--- config.mk ---
export PLATFORM = sky130hd
export DESIGN_NAME = sw_rom_layer
export DESIGN_NICKNAME = d
export VERILOG_FILES = /design/src/rtl/sw_rom_layer.sv
export SDC_FILE = /design/constraint.sdc
export NUM_CORES = 1
export LEC_CHECK = 0
export BUFFER_PORTS_ARGS = -buffer_cell sky130_fd_sc_hd__buf_2
export CORE_MARGIN = 2
export CORE_UTILIZATION = 55
export DETAILED_ROUTE_END_ITERATION = 12
export MAX_ROUTING_LAYER = met4
export PLACE_DENSITY = 0.74
export SLEW_MARGIN = 40
export SYNTH_ARGS = -nofsm -noshare
export SYNTH_HDL_FRONTEND = slang
export SYNTH_SLANG_ARGS = --single-unit
--- constraint.sdc ---
create_clock -name clk -period 4.8 [get_ports clk]
set_input_delay 0.96 -clock clk [delete_from_list [all_inputs] [get_ports clk]]
set_output_delay 0.96 -clock clk [all_outputs]
set_load 0.005 [all_outputs]
--- src/rtl/sw_rom_layer.sv ---
module sw_rom_layer #(
  parameter int          ID_BITS = 64,
  parameter logic [ID_BITS-1:0] ROM_ID = 64'h9C5A3C0F1E2D4B3B
) (
  input  logic clk,
  input  logic rst_n,
  input  logic bus_rst,
  input  logic rst_long,
  input  logic bit_rx_vld,
  input  logic bit_rx_val,
  input  logic bit_tx_req,
  input  logic alarm_ok,
  output logic tx_bit,
  output logic overdrive,
  output logic selected
);
  localparam int CMD_BITS = 8;
  localparam int CW = $clog2(ID_BITS);
  localparam logic [CMD_BITS-1:0] C_READ     = 8'h33;
  localparam logic [CMD_BITS-1:0] C_MATCH    = 8'h55;
  localparam logic [CMD_BITS-1:0] C_SRCH     = 8'hF0;
  localparam logic [CMD_BITS-1:0] C_CSRCH    = 8'hEC;
  localparam logic [CMD_BITS-1:0] C_SKIP     = 8'hCC;
  localparam logic [CMD_BITS-1:0] C_OD_SKIP  = 8'h3C;
  localparam logic [CMD_BITS-1:0] C_OD_MATCH = 8'h69;

  typedef enum logic [2:0] {S_CMD, S_READ, S_MATCH, S_SRCH, S_SEL, S_IDLE} st_t;
  st_t                 st;
  logic [CW-1:0]       cnt;
  logic [1:0]          ph;
  logic [CMD_BITS-1:0] cmd_sr;
  logic                od_q;

  wire [CMD_BITS-1:0] cmd_nx   = {bit_rx_val, cmd_sr[CMD_BITS-1:1]};
  wire                last_cmd = (cnt == CW'(CMD_BITS - 1));
  wire                last_id  = (cnt == CW'(ID_BITS - 1));
  wire                id_bit   = ROM_ID[cnt];

  assign tx_bit    = (st == S_READ)              ? id_bit  :
                     (st == S_SRCH && ph == 2'd0) ? id_bit  :
                     (st == S_SRCH && ph == 2'd1) ? ~id_bit : 1'b1;
  assign overdrive = od_q;
  assign selected  = (st == S_SEL);

  always_ff @(posedge clk or negedge rst_n) begin
    if (!rst_n) begin
      st     <= S_CMD;
      cnt    <= '0;
      ph     <= '0;
      cmd_sr <= '0;
      od_q   <= 1'b0;
    end else if (bus_rst) begin
      st  <= S_CMD;
      cnt <= '0;
      ph  <= '0;
      if (rst_long) od_q <= 1'b0;
    end else begin
      case (st)
        S_CMD: if (bit_rx_vld) begin
          cmd_sr <= cmd_nx;
          cnt    <= cnt + 1'b1;
          if (last_cmd) begin
            cnt <= '0;
            ph  <= '0;
            case (cmd_nx)
              C_READ:     st <= S_READ;
              C_MATCH:    st <= S_MATCH;
              C_SRCH:     st <= S_SRCH;
              C_CSRCH:    st <= alarm_ok ? S_SRCH : S_IDLE;
              C_SKIP:     st <= S_SEL;
              C_OD_SKIP:  begin st <= S_SEL;   od_q <= 1'b1; end
              C_OD_MATCH: begin st <= S_MATCH; od_q <= 1'b1; end
              default:    st <= S_IDLE;
            endcase
          end
        end
        S_READ: if (bit_tx_req) begin
          cnt <= cnt + 1'b1;
          if (last_id) st <= S_SEL;
        end
        S_MATCH: if (bit_rx_vld) begin
          if (bit_rx_val != id_bit) st <= S_IDLE;
          else begin
            cnt <= cnt + 1'b1;
            if (last_id) st <= S_SEL;
          end
        end
        S_SRCH: case (ph)
          2'd0: if (bit_tx_req) ph <= 2'd1;
          2'd1: if (bit_tx_req) ph <= 2'd2;
          default: if (bit_rx_vld) begin
            ph <= 2'd0;
            if (bit_rx_val != id_bit) st <= S_IDLE;
            else begin
              cnt <= cnt + 1'b1;
              if (last_id) st <= S_SEL;
            end
          end
        endcase
        default: ;
      endcase
    end
  end

  AST_RST_DESELECTS: assert property (@(posedge clk) disable iff (!rst_n)
    bus_rst |=> !selected);
  AST_LONG_RST_CLEARS_OD: assert property (@(posedge clk) disable iff (!rst_n)
    (bus_rst && rst_long) |=> !overdrive);
  AST_SHORT_RST_KEEPS_OD: assert property (@(posedge clk) disable iff (!rst_n)
    (bus_rst && !rst_long && overdrive) |=> overdrive);
  AST_SEL_HOLDS: assert property (@(posedge clk) disable iff (!rst_n)
    (selected && !bus_rst) |=> selected);
  AST_SEARCH_COMPLEMENT: assert property (@(posedge clk) disable iff (!rst_n)
    (st == S_SRCH && ph == 2'd0 && bit_tx_req && !bus_rst) |=> (tx_bit != $past(tx_bit)));
  AST_OD_BY_COMMAND: assert property (@(posedge clk) disable iff (!rst_n)
    $rose(overdrive) |-> $past(bit_rx_vld && st == S_CMD));
  AST_SEL_NEEDS_STROBE: assert property (@(posedge clk) disable iff (!rst_n)
    $rose(selected) |-> $past(bit_rx_vld || bit_tx_req));
endmodule

# Word level (Yosys, flattened, before mapping)
# Memories as Yosys holds them, arrays and structs flattened.
# Index checks and enable logic that the tools add are counted.
dict set report totals {
  output_inout_bits 3
  romBits 64
  elab_cells 89
  reg_bits 20
  memories 1
}
dict set report op_classes {
  n_addsub 1
  bitwise 2
  magnitude_cmp 1
  n_reduce_logical 19
  n_eq_ne 23
  n_mux 37
}
# memory depth width read_ports rd_clocked_by_memory_dff wr line_no
set memory_table {}
lappend memory_table {{(no name shown)} 64 1 1 0 0 37} ;# wire id_bit = ROM_ID[cnt];
# operator count
set op_table {}
lappend op_table {{6-bit 2-to-1 mux} 7}
lappend op_table {{3-bit 2-to-1 mux} 9}
lappend op_table {{8-bit equality test (second input constant)} 3}
lappend op_table {{6-bit case mux with 4 select lines} 1}
lappend op_table {{8-bit by 6-bit equality test with 1-bit output (second input constant)} 2}
lappend op_table {{8-bit by 7-bit equality test with 1-bit output (second input constant)} 2}
lappend op_table {{3-bit case mux with 5 select lines} 1}
lappend op_table {{2-bit 2-to-1 mux} 6}
lappend op_table {{3-bit != test (second input constant)} 4}
lappend op_table {{3-bit case mux with 4 select lines} 1}
lappend op_table {{1-bit 2-to-1 mux} 10}
lappend op_table {{5-bit AND reduction} 2}
lappend op_table {{4-bit != test (second input constant)} 2}
lappend op_table {{2-bit case mux with 2 select lines} 2}
lappend op_table {{2-bit nonzero test} 4}
lappend op_table {{2-bit OR reduction} 4}
lappend op_table {{6-bit by 7-bit < comparator with 1-bit output (second input constant)} 1}
lappend op_table {{6-bit by 1-bit adder with 6-bit output (second input constant)} 1}
lappend op_table {{3-bit by 2-bit equality test with 1-bit output (second input constant)} 2}
lappend op_table {{6-bit by 3-bit equality test with 1-bit output (second input constant)} 1}
lappend op_table {{6-bit equality test (second input constant)} 1}
lappend op_table {{6-bit AND reduction} 1}
lappend op_table {{5-bit by 3-bit != test with 1-bit output (second input constant)} 1}
lappend op_table {{5-bit nonzero test} 1}
lappend op_table {{12 further kinds} 14}

# Logic depth before layout (Yosys ltp)
# Gate-level depths: netlist of run 1.
dict set report logic_depth {
  depth_word 8
  mapped_depth 10
}

# Worst setup path after synthesis of run 1
# No wires, ideal clock.
dict set report synth_path {
  path_type {input -> register}
  startpoint {input port bit_rx_vld}
  endpoint {register cnt[5]}
  setup_slack_ns 2.077
  required_ns 4.672
  t_arrival_ns 2.595
  setup_time_ns 0.128
  stages 7
  cell_sequence {clkbuf_1 > nor2_1 > a21oi_1 > or4b_1 > and3_4 > nor4b_2 > mux2_1}
}
dict set report synth_via {
  elab_chain_cells 4
  word_cells_on_any_way 6
  classes_between {eq/ne (1); mux (4); reduce/logical (1)}
}
# item line_no
set synth_lines {}
lappend synth_lines {{start: declaration} 9} ;# input logic bit_rx_vld,
lappend synth_lines {{6-bit 2-to-1 mux (2 in a row)} -}
lappend synth_lines {{6-bit case mux with 4 select lines} -}
lappend synth_lines {{6-bit 2-to-1 mux} -}
lappend synth_lines {{end signal: assignment} 61} ;# cnt <= cnt + 1'b1;
lappend synth_lines {{end signal: assignment} 78} ;# cnt <= cnt + 1'b1;
lappend synth_lines {{end signal: assignment} 84} ;# cnt <= cnt + 1'b1;
lappend synth_lines {{end: declaration} 29} ;# logic [CW-1:0] cnt;
# Parallel ways exist; a longest one is shown, timed or not. The select of a mux whose other input is x is not followed.
# A chain may end at the register's enable or synchronous reset.

# Final worst setup path of run 1
dict set report layout_path {
  startpoint {register cnt[1]}
  endpoint {output port tx_bit}
}
dict set report layout_via {
  elab_chain_cells 6
}
# item line_no
set layout_lines {}
lappend layout_lines {{memory 64 x 1 bit *} -}
lappend layout_lines {{1-bit 2-to-1 mux (implied by the code) *} 37}
lappend layout_lines {{1-bit inverter} 41} ;# (st == S_SRCH && ph == 2'd1) ? ~id_bit : 1'b1;
lappend layout_lines {{1-bit 2-to-1 mux} 41}
lappend layout_lines {{1-bit 2-to-1 mux} 40} ;# (st == S_SRCH && ph == 2'd0) ? id_bit :
lappend layout_lines {{1-bit 2-to-1 mux *} 39} ;# assign tx_bit = (st == S_READ) ? id_bit :
lappend layout_lines {{end: declaration} 13} ;# output logic tx_bit,
# Every way passes the cells marked *; elsewhere a longest branch is shown, timed or not. The select of a mux whose other input is x is not followed.

==> impl_metrics.tcl, run 1 <==
set metrics [dict create \
    maxSlewViolCount 0 \
    grt_pass1_wl_um 5890 \
    regArea_sq_um 475 \
    hold_violations 0 \
    core_area_sq_um 2710 \
    dr.pass1.iters 4 \
    wire_per_inst_um 15.3 \
    synth_area_per_cell_sq_um 8.04 \
    layout_worst_path_cycle_share_pct 71.7 \
    synth_edf_count 0 \
    endpoint_kind "primary output" \
    cts_resized 0 \
    clock_skew_ns 0.00566 \
    antenna_found_initial 0 \
    crit_path_max_fanout 7 \
    whs_ns 0.524 \
    outcome "finished clean" \
    tightest_slew_ns 0.545 \
    drc_errors 0 \
    clk_path_buf_depth 2 \
    finalWirelength_um 3440 \
    nets 208 \
    ys_seq_area_share_pct 31.0 \
    required_ns 3.84 \
    area_growth_pct 4.16 \
    pwr-share-seq_pct 48.0 \
    ctsHoldBuffers 0 \
    dieArea_sq_um 3230 \
    critical_path_arrival_ns 2.48 \
    min_path_type "reg -> reg" \
    portBuffers 10 \
    final_common_cell "nand2_1" \
    place_worst_setup_slack_ns 1.78 \
    p_per_area_nw_per_um2 342 \
    cts_tree "built" \
    post_cts_buffers 0 \
    rsz0062_at_grt "false" \
    die_x_um 56.8 \
    drt_iter0_drc 47 \
    final_core_util_pct 59.0 \
    power_mw 0.547 \
    mostFrequentLayoutCells "20 x nand2_1, 19 x dfrtp_1, 18 x nor2_1" \
    finalSetupViolCount 0 \
    layoutNonFillerInstCount 224 \
    via_per_inst 6.32 \
    gr-usage-all-layers_pct 24.0 \
    final_antenna_net_count 0 \
    multi_input_area_sq_um 975 \
    path_clk_slew_ns 0.12 \
    dp_hpwl_um 2510 \
    start_util_pct 56.6 \
    place_area_sq_um 1570 \
    grt.overflow.total 0 \
    numCtsBuffers 3 \
    setup_ws_ns 1.36 \
    io_pins 11 \
    fmax_mhz 290 \
    clk_latency_ns 0.31 \
    synth_area_sq_um 1540 \
    die_y_um 56.8 \
    pwr-share-comb_pct 36.2 \
    fin_setup_tns_ns 0 \
    synth_nets 205 \
    power_switching_mw 0.226 \
    period_needed_ns 3.44 \
    slew_headroom_pct 63.1 \
    place_inst 220 \
    cellLeakagePower_nw 0.648 \
    num_rows 19 \
    maxCapViolations 0 \
    routabilityCongestion 0.855 \
    intPower_mw 0.321 \
    htree_levels 1 \
    diodes 0 \
    clkSinkCount 19 \
    final_layout_size_suffix_gt1_share_pct 15.0 \
    syn_inst 191 \
    synth_cell_types 48 \
    async_reset_ff_share_pct 100 \
    worst_setup_path_start_kind "flop" \
    worstSetupPathType "reg -> out" \
    fin_area_sq_um 1600 \
    switching_share_pct 41.3 \
    via_count 1416 \
    synthFlopType "dfrtp_1" \
    clkPwrFrac_pct 15.9 \
    grt_max_degree 20 \
    synth_warnings 0 \
    fillers 258 \
    root_buffer "clkbuf_4" \
    vdd_drop_max_uv 265 \
    grt_pass1_vias 1323 \
    ys_ff_latch 19 \
]
-- final timing paths --
path	depth (start not counted)	from	slack [ns]	end
hold reg to reg	1	overdrive	0.52	overdrive
hold / removal	1	overdrive	0.52	overdrive
max in group asynchronous	1	rst_n	3.91	ph[1]
setup / recovery	9	cnt[1]	1.36	tx_bit
setup reg to reg	8	cnt[2]	2.06	cnt[5]
min in group asynchronous	1	rst_n	0.57	cmd_sr[3]
-- cell usage after synthesis, types with 2 or more instances --
cell	count	area (sq um)
a21oi_1	11	55.1
a31oi_1	6	37.5
nand3b_1	3	22.5
xnor2_1	2	17.5
ha_1	6	75.1
clkbuf_1	8	30.0
nor2b_1	5	31.3
o31ai_1	2	15.0
inv_1	6	22.5
o21ai_0	16	80.1
nor3_1	8	40.0
mux2_2	8	90.1
o31a_1	2	17.5
nand3_1	7	35.0
nor4_1	3	18.8
dfrtp_1	19	475
or3_1	2	12.5
mux2i_1	2	20.0
nand2b_1	2	12.5
nand2_1	20	75.1
buf_2	2	10.0
nor2_1	18	67.6
nor3b_1	3	22.5
nand4_1	3	18.8
a211oi_1	3	22.5
nand4b_1	2	17.5
-- worst max-delay path: stages (launching register included) --
cell      delay [ns]
dfrtp_1         0.48
inv_1           0.11
ha_1            0.19
mux2i_1         0.17
xnor2_1         0.08
o311ai_1        0.48
nor2_1          0.17
o21ai_0         0.23
nand3_1         0.10
buf_2           0.15
-- logic make-up (layout without fill, tap and decap cells) --
| family | count (synthesis) | after routing | synth area share (%) |
|---|---|---|---|
| adders and majority gates | 6 | 6 | 4.89 |
| and+or+nand+nor | 84 | 84 | 29.3 |
| DFF | 19 | 19 | 31.0 |
| buffers and inverters | 20 | 22 | 5.95 |
| xor gates and xnor gates | 2 | 2 | 1.14 |
| AOI/OAI and AO/OA | 49 | 49 | 19.8 |
| muxes | 11 | 11 | 7.91 |
-- state kept, by name, summed over array words and instances (netlist names) --
signal,cells
cmd_sr,7
cnt,6
overdrive,1
ph,2
st,3
-- cell type report --
cell class | count | share of cell area [%]
multi-input combinational | 152 | 61.0
tap | 31 | 2.43
sequential | 19 | 29.7
clock inverter | 1 | 0.313
clock buffer | 3 | 1.41
inverter | 8 | 2.03
timing repair buffer | 10 | 3.13
-- metal layers --
layer  GRT usage [%]  part of all wire (%)  vias up
li1                -                     -      703
met1            30.5                    46      663
met2            37.7                    47       44
met3            3.00                   5.5        6
met4            12.3                   1.7        0
met5               -                     0        -
-- power by group through the flow --
stage	sequential, mW	clock, mW	combinational [mW]
6_report	0.262	0.0867	0.198
5_1_grt	0.273	0.0932	0.223
2_1_floorplan	0.237	0	0.173
3_3_place_gp	0.262	0	0.188
3_5_place_dp	0.265	0	0.195
4_1_cts	0.262	0.0886	0.197
Power figures use the tool's default switching activity.
==> inputs of run 2 (changes only) <==
--- a/config.mk
+++ b/config.mk
@@ -5,12 +5,13 @@
 export SDC_FILE = /design/constraint.sdc
 export NUM_CORES = 1
 export LEC_CHECK = 0
+export ABC_AREA = 1
 export BUFFER_PORTS_ARGS = -buffer_cell sky130_fd_sc_hd__buf_2
 export CORE_MARGIN = 2
-export CORE_UTILIZATION = 55
+export CORE_UTILIZATION = 54
 export DETAILED_ROUTE_END_ITERATION = 12
 export MAX_ROUTING_LAYER = met4
-export PLACE_DENSITY = 0.74
+export PLACE_DENSITY = 0.75
 export SLEW_MARGIN = 40
 export SYNTH_ARGS = -nofsm -noshare
 export SYNTH_HDL_FRONTEND = slang
==> constraint.sdc (replaced) <==
create_clock -name clk -period 2.9 [get_ports clk]
set_input_delay 0.58 -clock clk [delete_from_list [all_inputs] [get_ports clk]]
set_output_delay 0.58 -clock clk [all_outputs]
set_load 0.005 [all_outputs]
==> impl_metrics.tcl, run 2 <==
set metrics [dict create \
    synth_most_common_cell "nand2_1" \
    vdd_drop_max_uv 564 \
    fin_setup_tns_ns 0 \
    synthTopCellsByArea "dfrtp_1 30%, nand2_1 14%, nand3_1 7.4%" \
    tightest_slew_ns 0.479 \
    slew_headroom_pct 68.0 \
    endpoint_kind "primary output" \
    grt_pass1_vias 1239 \
    critical_path_arrival_ns 2.09 \
    htree_levels 1 \
    synth_edf_count 0 \
    fmax_mhz 375 \
    synth_fa_ha_area_share_pct 4.81 \
    clock_skew_ns 0.000551 \
    min_path_type "in -> async" \
    ctsHoldBuffers 0 \
    clkSinkCount 19 \
    whs_ns 0.205 \
    final_antenna_net_count 0 \
    cellLeakagePower_nw 0.803 \
    final_layout_size_suffix_gt1_share_pct 17.7 \
    period_needed_ns 2.67 \
    grt_max_degree 20 \
    clk_path_buf_depth 2 \
    rsz0062_at_grt "false" \
    top_register "cmd_sr" \
    ys_seq_area_share_pct 30.5 \
    synth_cell_types 28 \
    largestRegisters "cmd_sr x7, cnt x6, st x3" \
    place_area_sq_um 1610 \
    required_ns 2.32 \
    worstSetupPathType "reg -> out" \
    maxCapViolations 0 \
    nets 252 \
    hold_violations 0 \
    die_x_um 57.8 \
    synth_nets 241 \
    crit_buf_inv 2 \
    synth-simple-area-share_pct 43.4 \
    via_count 1421 \
    antenna_found_initial 0 \
    clk_latency_ns 0.29 \
    dp_hpwl_um 2430 \
    finalSetupViolCount 0 \
    synth_warnings 0 \
    path_clk_slew_ns 0.11 \
    synth-xor-area-share_pct 0 \
    yosysTopAreaCell "dfrtp_1" \
    synth.top_cell.area_share_pct 30.5 \
    synth_top_family_by_area "simple AND/OR/NAND/NOR gates" \
    finalWirelength_um 3130 \
    syn_inst 227 \
    fin_area_sq_um 1640 \
    worst_setup_path_start_kind "flop" \
    synthFlopType "dfrtp_1" \
    largest_reg_flops 7 \
    drc_errors 0 \
    area_growth_pct 4.97 \
    synth_commonest_cells "60 x nand2_1, 26 x nor2_1, 24 x inv_1" \
    synth_area_sq_um 1560 \
    crit_family "flip-flops" \
    start_util_pct 56.6 \
    mostFrequentLayoutCells "60 x nand2_1, 26 x nor2_1, 24 x inv_1" \
    dr.pass1.iters 4 \
    wire_per_inst_um 11.7 \
    dieArea_sq_um 3340 \
    drt_iter0_drc 50 \
    cp_slowest_cell "dfrtp_1" \
    muxShareOfSynthArea_pct 0 \
    worstPathCellList "inv_1 > ha_1 > nand2_1 > o21ai_0 > nand2_1 > nand3_1 > nand2_4 > nand2_4 > a31oi_1 > a21o_2 > buf_2" \
    io_pins 11 \
    num_rows 19 \
    root_buffer "clkbuf_4" \
    numCtsBuffers 3 \
    cts_tree "built" \
    final_common_cell "nand2_1" \
    gr-usage-all-layers_pct 21.6 \
    crit_path_max_fanout 7 \
    via_per_inst 5.30 \
    portBuffers 10 \
    diodes 0 \
    slowest_delay_ns 0.47 \
    grt.overflow.total 0 \
    routabilityCongestion 0.842 \
    grt_pass1_wl_um 5530 \
    synth_compound_area_share_pct 12.3 \
    die_y_um 57.8 \
    post_cts_buffers 0 \
    layout_worst_path_cycle_share_pct 92.0 \
    outcome "finished clean" \
    cts_resized 0 \
    synth_area_per_cell_sq_um 6.87 \
    async_reset_ff_share_pct 100 \
    maxSlewViolCount 0 \
    ys_ff_latch 19 \
    p_per_area_nw_per_um2 797 \
    final_core_util_pct 59.4 \
    core_area_sq_um 2760 \
]
-- run 2: layout make-up --
class | instances | area, sq um
well taps | 31 | 38.8
clock buffers | 3 | 22.5
flip-flops and latches | 19 | 475
multi-input cells | 177 | 945
repair buffers | 10 | 50.0
fillers | 276 | 1120
inverters | 27 | 101
clock inverters | 1 | 5.00
-- run 2: per-layer routing --
| layer | vias up | routed length, um | track usage (%) |
|---|---|---|---|
| li1 | 758 | - | - |
| met1 | 634 | 1640 | 31.9 |
| met3 | 4 | 91 | 3.35 |
| met5 | - | 0 | - |
| met2 | 25 | 1360 | 31.2 |
| met4 | 0 | 38 | 4.98 |
-- run 2: final timing paths --
kind,startpoint,slack (ns),cells past startpoint,to
worst max-delay path,cnt[0],0.23,11,tx_bit
worst min-delay path,rst_n,0.21,1,cnt[0]
worst max register to register,cnt[0],0.91,13,cnt[0]
worst min register to register,overdrive,0.50,2,overdrive
max in group asynchronous,rst_n,2.39,1,cnt[3]
min in group clk,overdrive,0.50,2,overdrive
-- run 2: logic make-up after synthesis --
kind of cell,after synthesis
flops,19
buf+inv,31
compound gates,32
simple gates,139
fa+ha+maj,6
-- run 2: through the flow --
step / worst slack, ns / std cells / total power [mW]
final: 0.232 / 268 / 1.31
after global routing: 0.0248 / 268 / 1.45
after CTS: 0.226 / 268 / 1.31
after detailed placement: 0.579 / 264 / 1.17
after global placement: 0.638 / 264 / 1.17
after floorplan: 0.796 / 227 / 1.07
-- run 2: worst reg2reg max path, cell delays in order (launching register included) --
cell and delay [ns]:
dfrtp_1 0.47, inv_1 0.15, ha_1 0.33, nand2_1 0.07
o21ai_0 0.07, nand2_1 0.07, nand3_1 0.11, nand2_4 0.12
nand2_4 0.07, nand2_4 0.06, nand3_2 0.08, nand2_4 0.19
nand2_1 0.09, o21ai_2 0.06
-- run 2: where the power goes --
group / switching (mW) / internal (mW)
logic: 0.424 / 0.249
registers: 0.140 / 0.355
clock network: 0.0851 / 0.0513
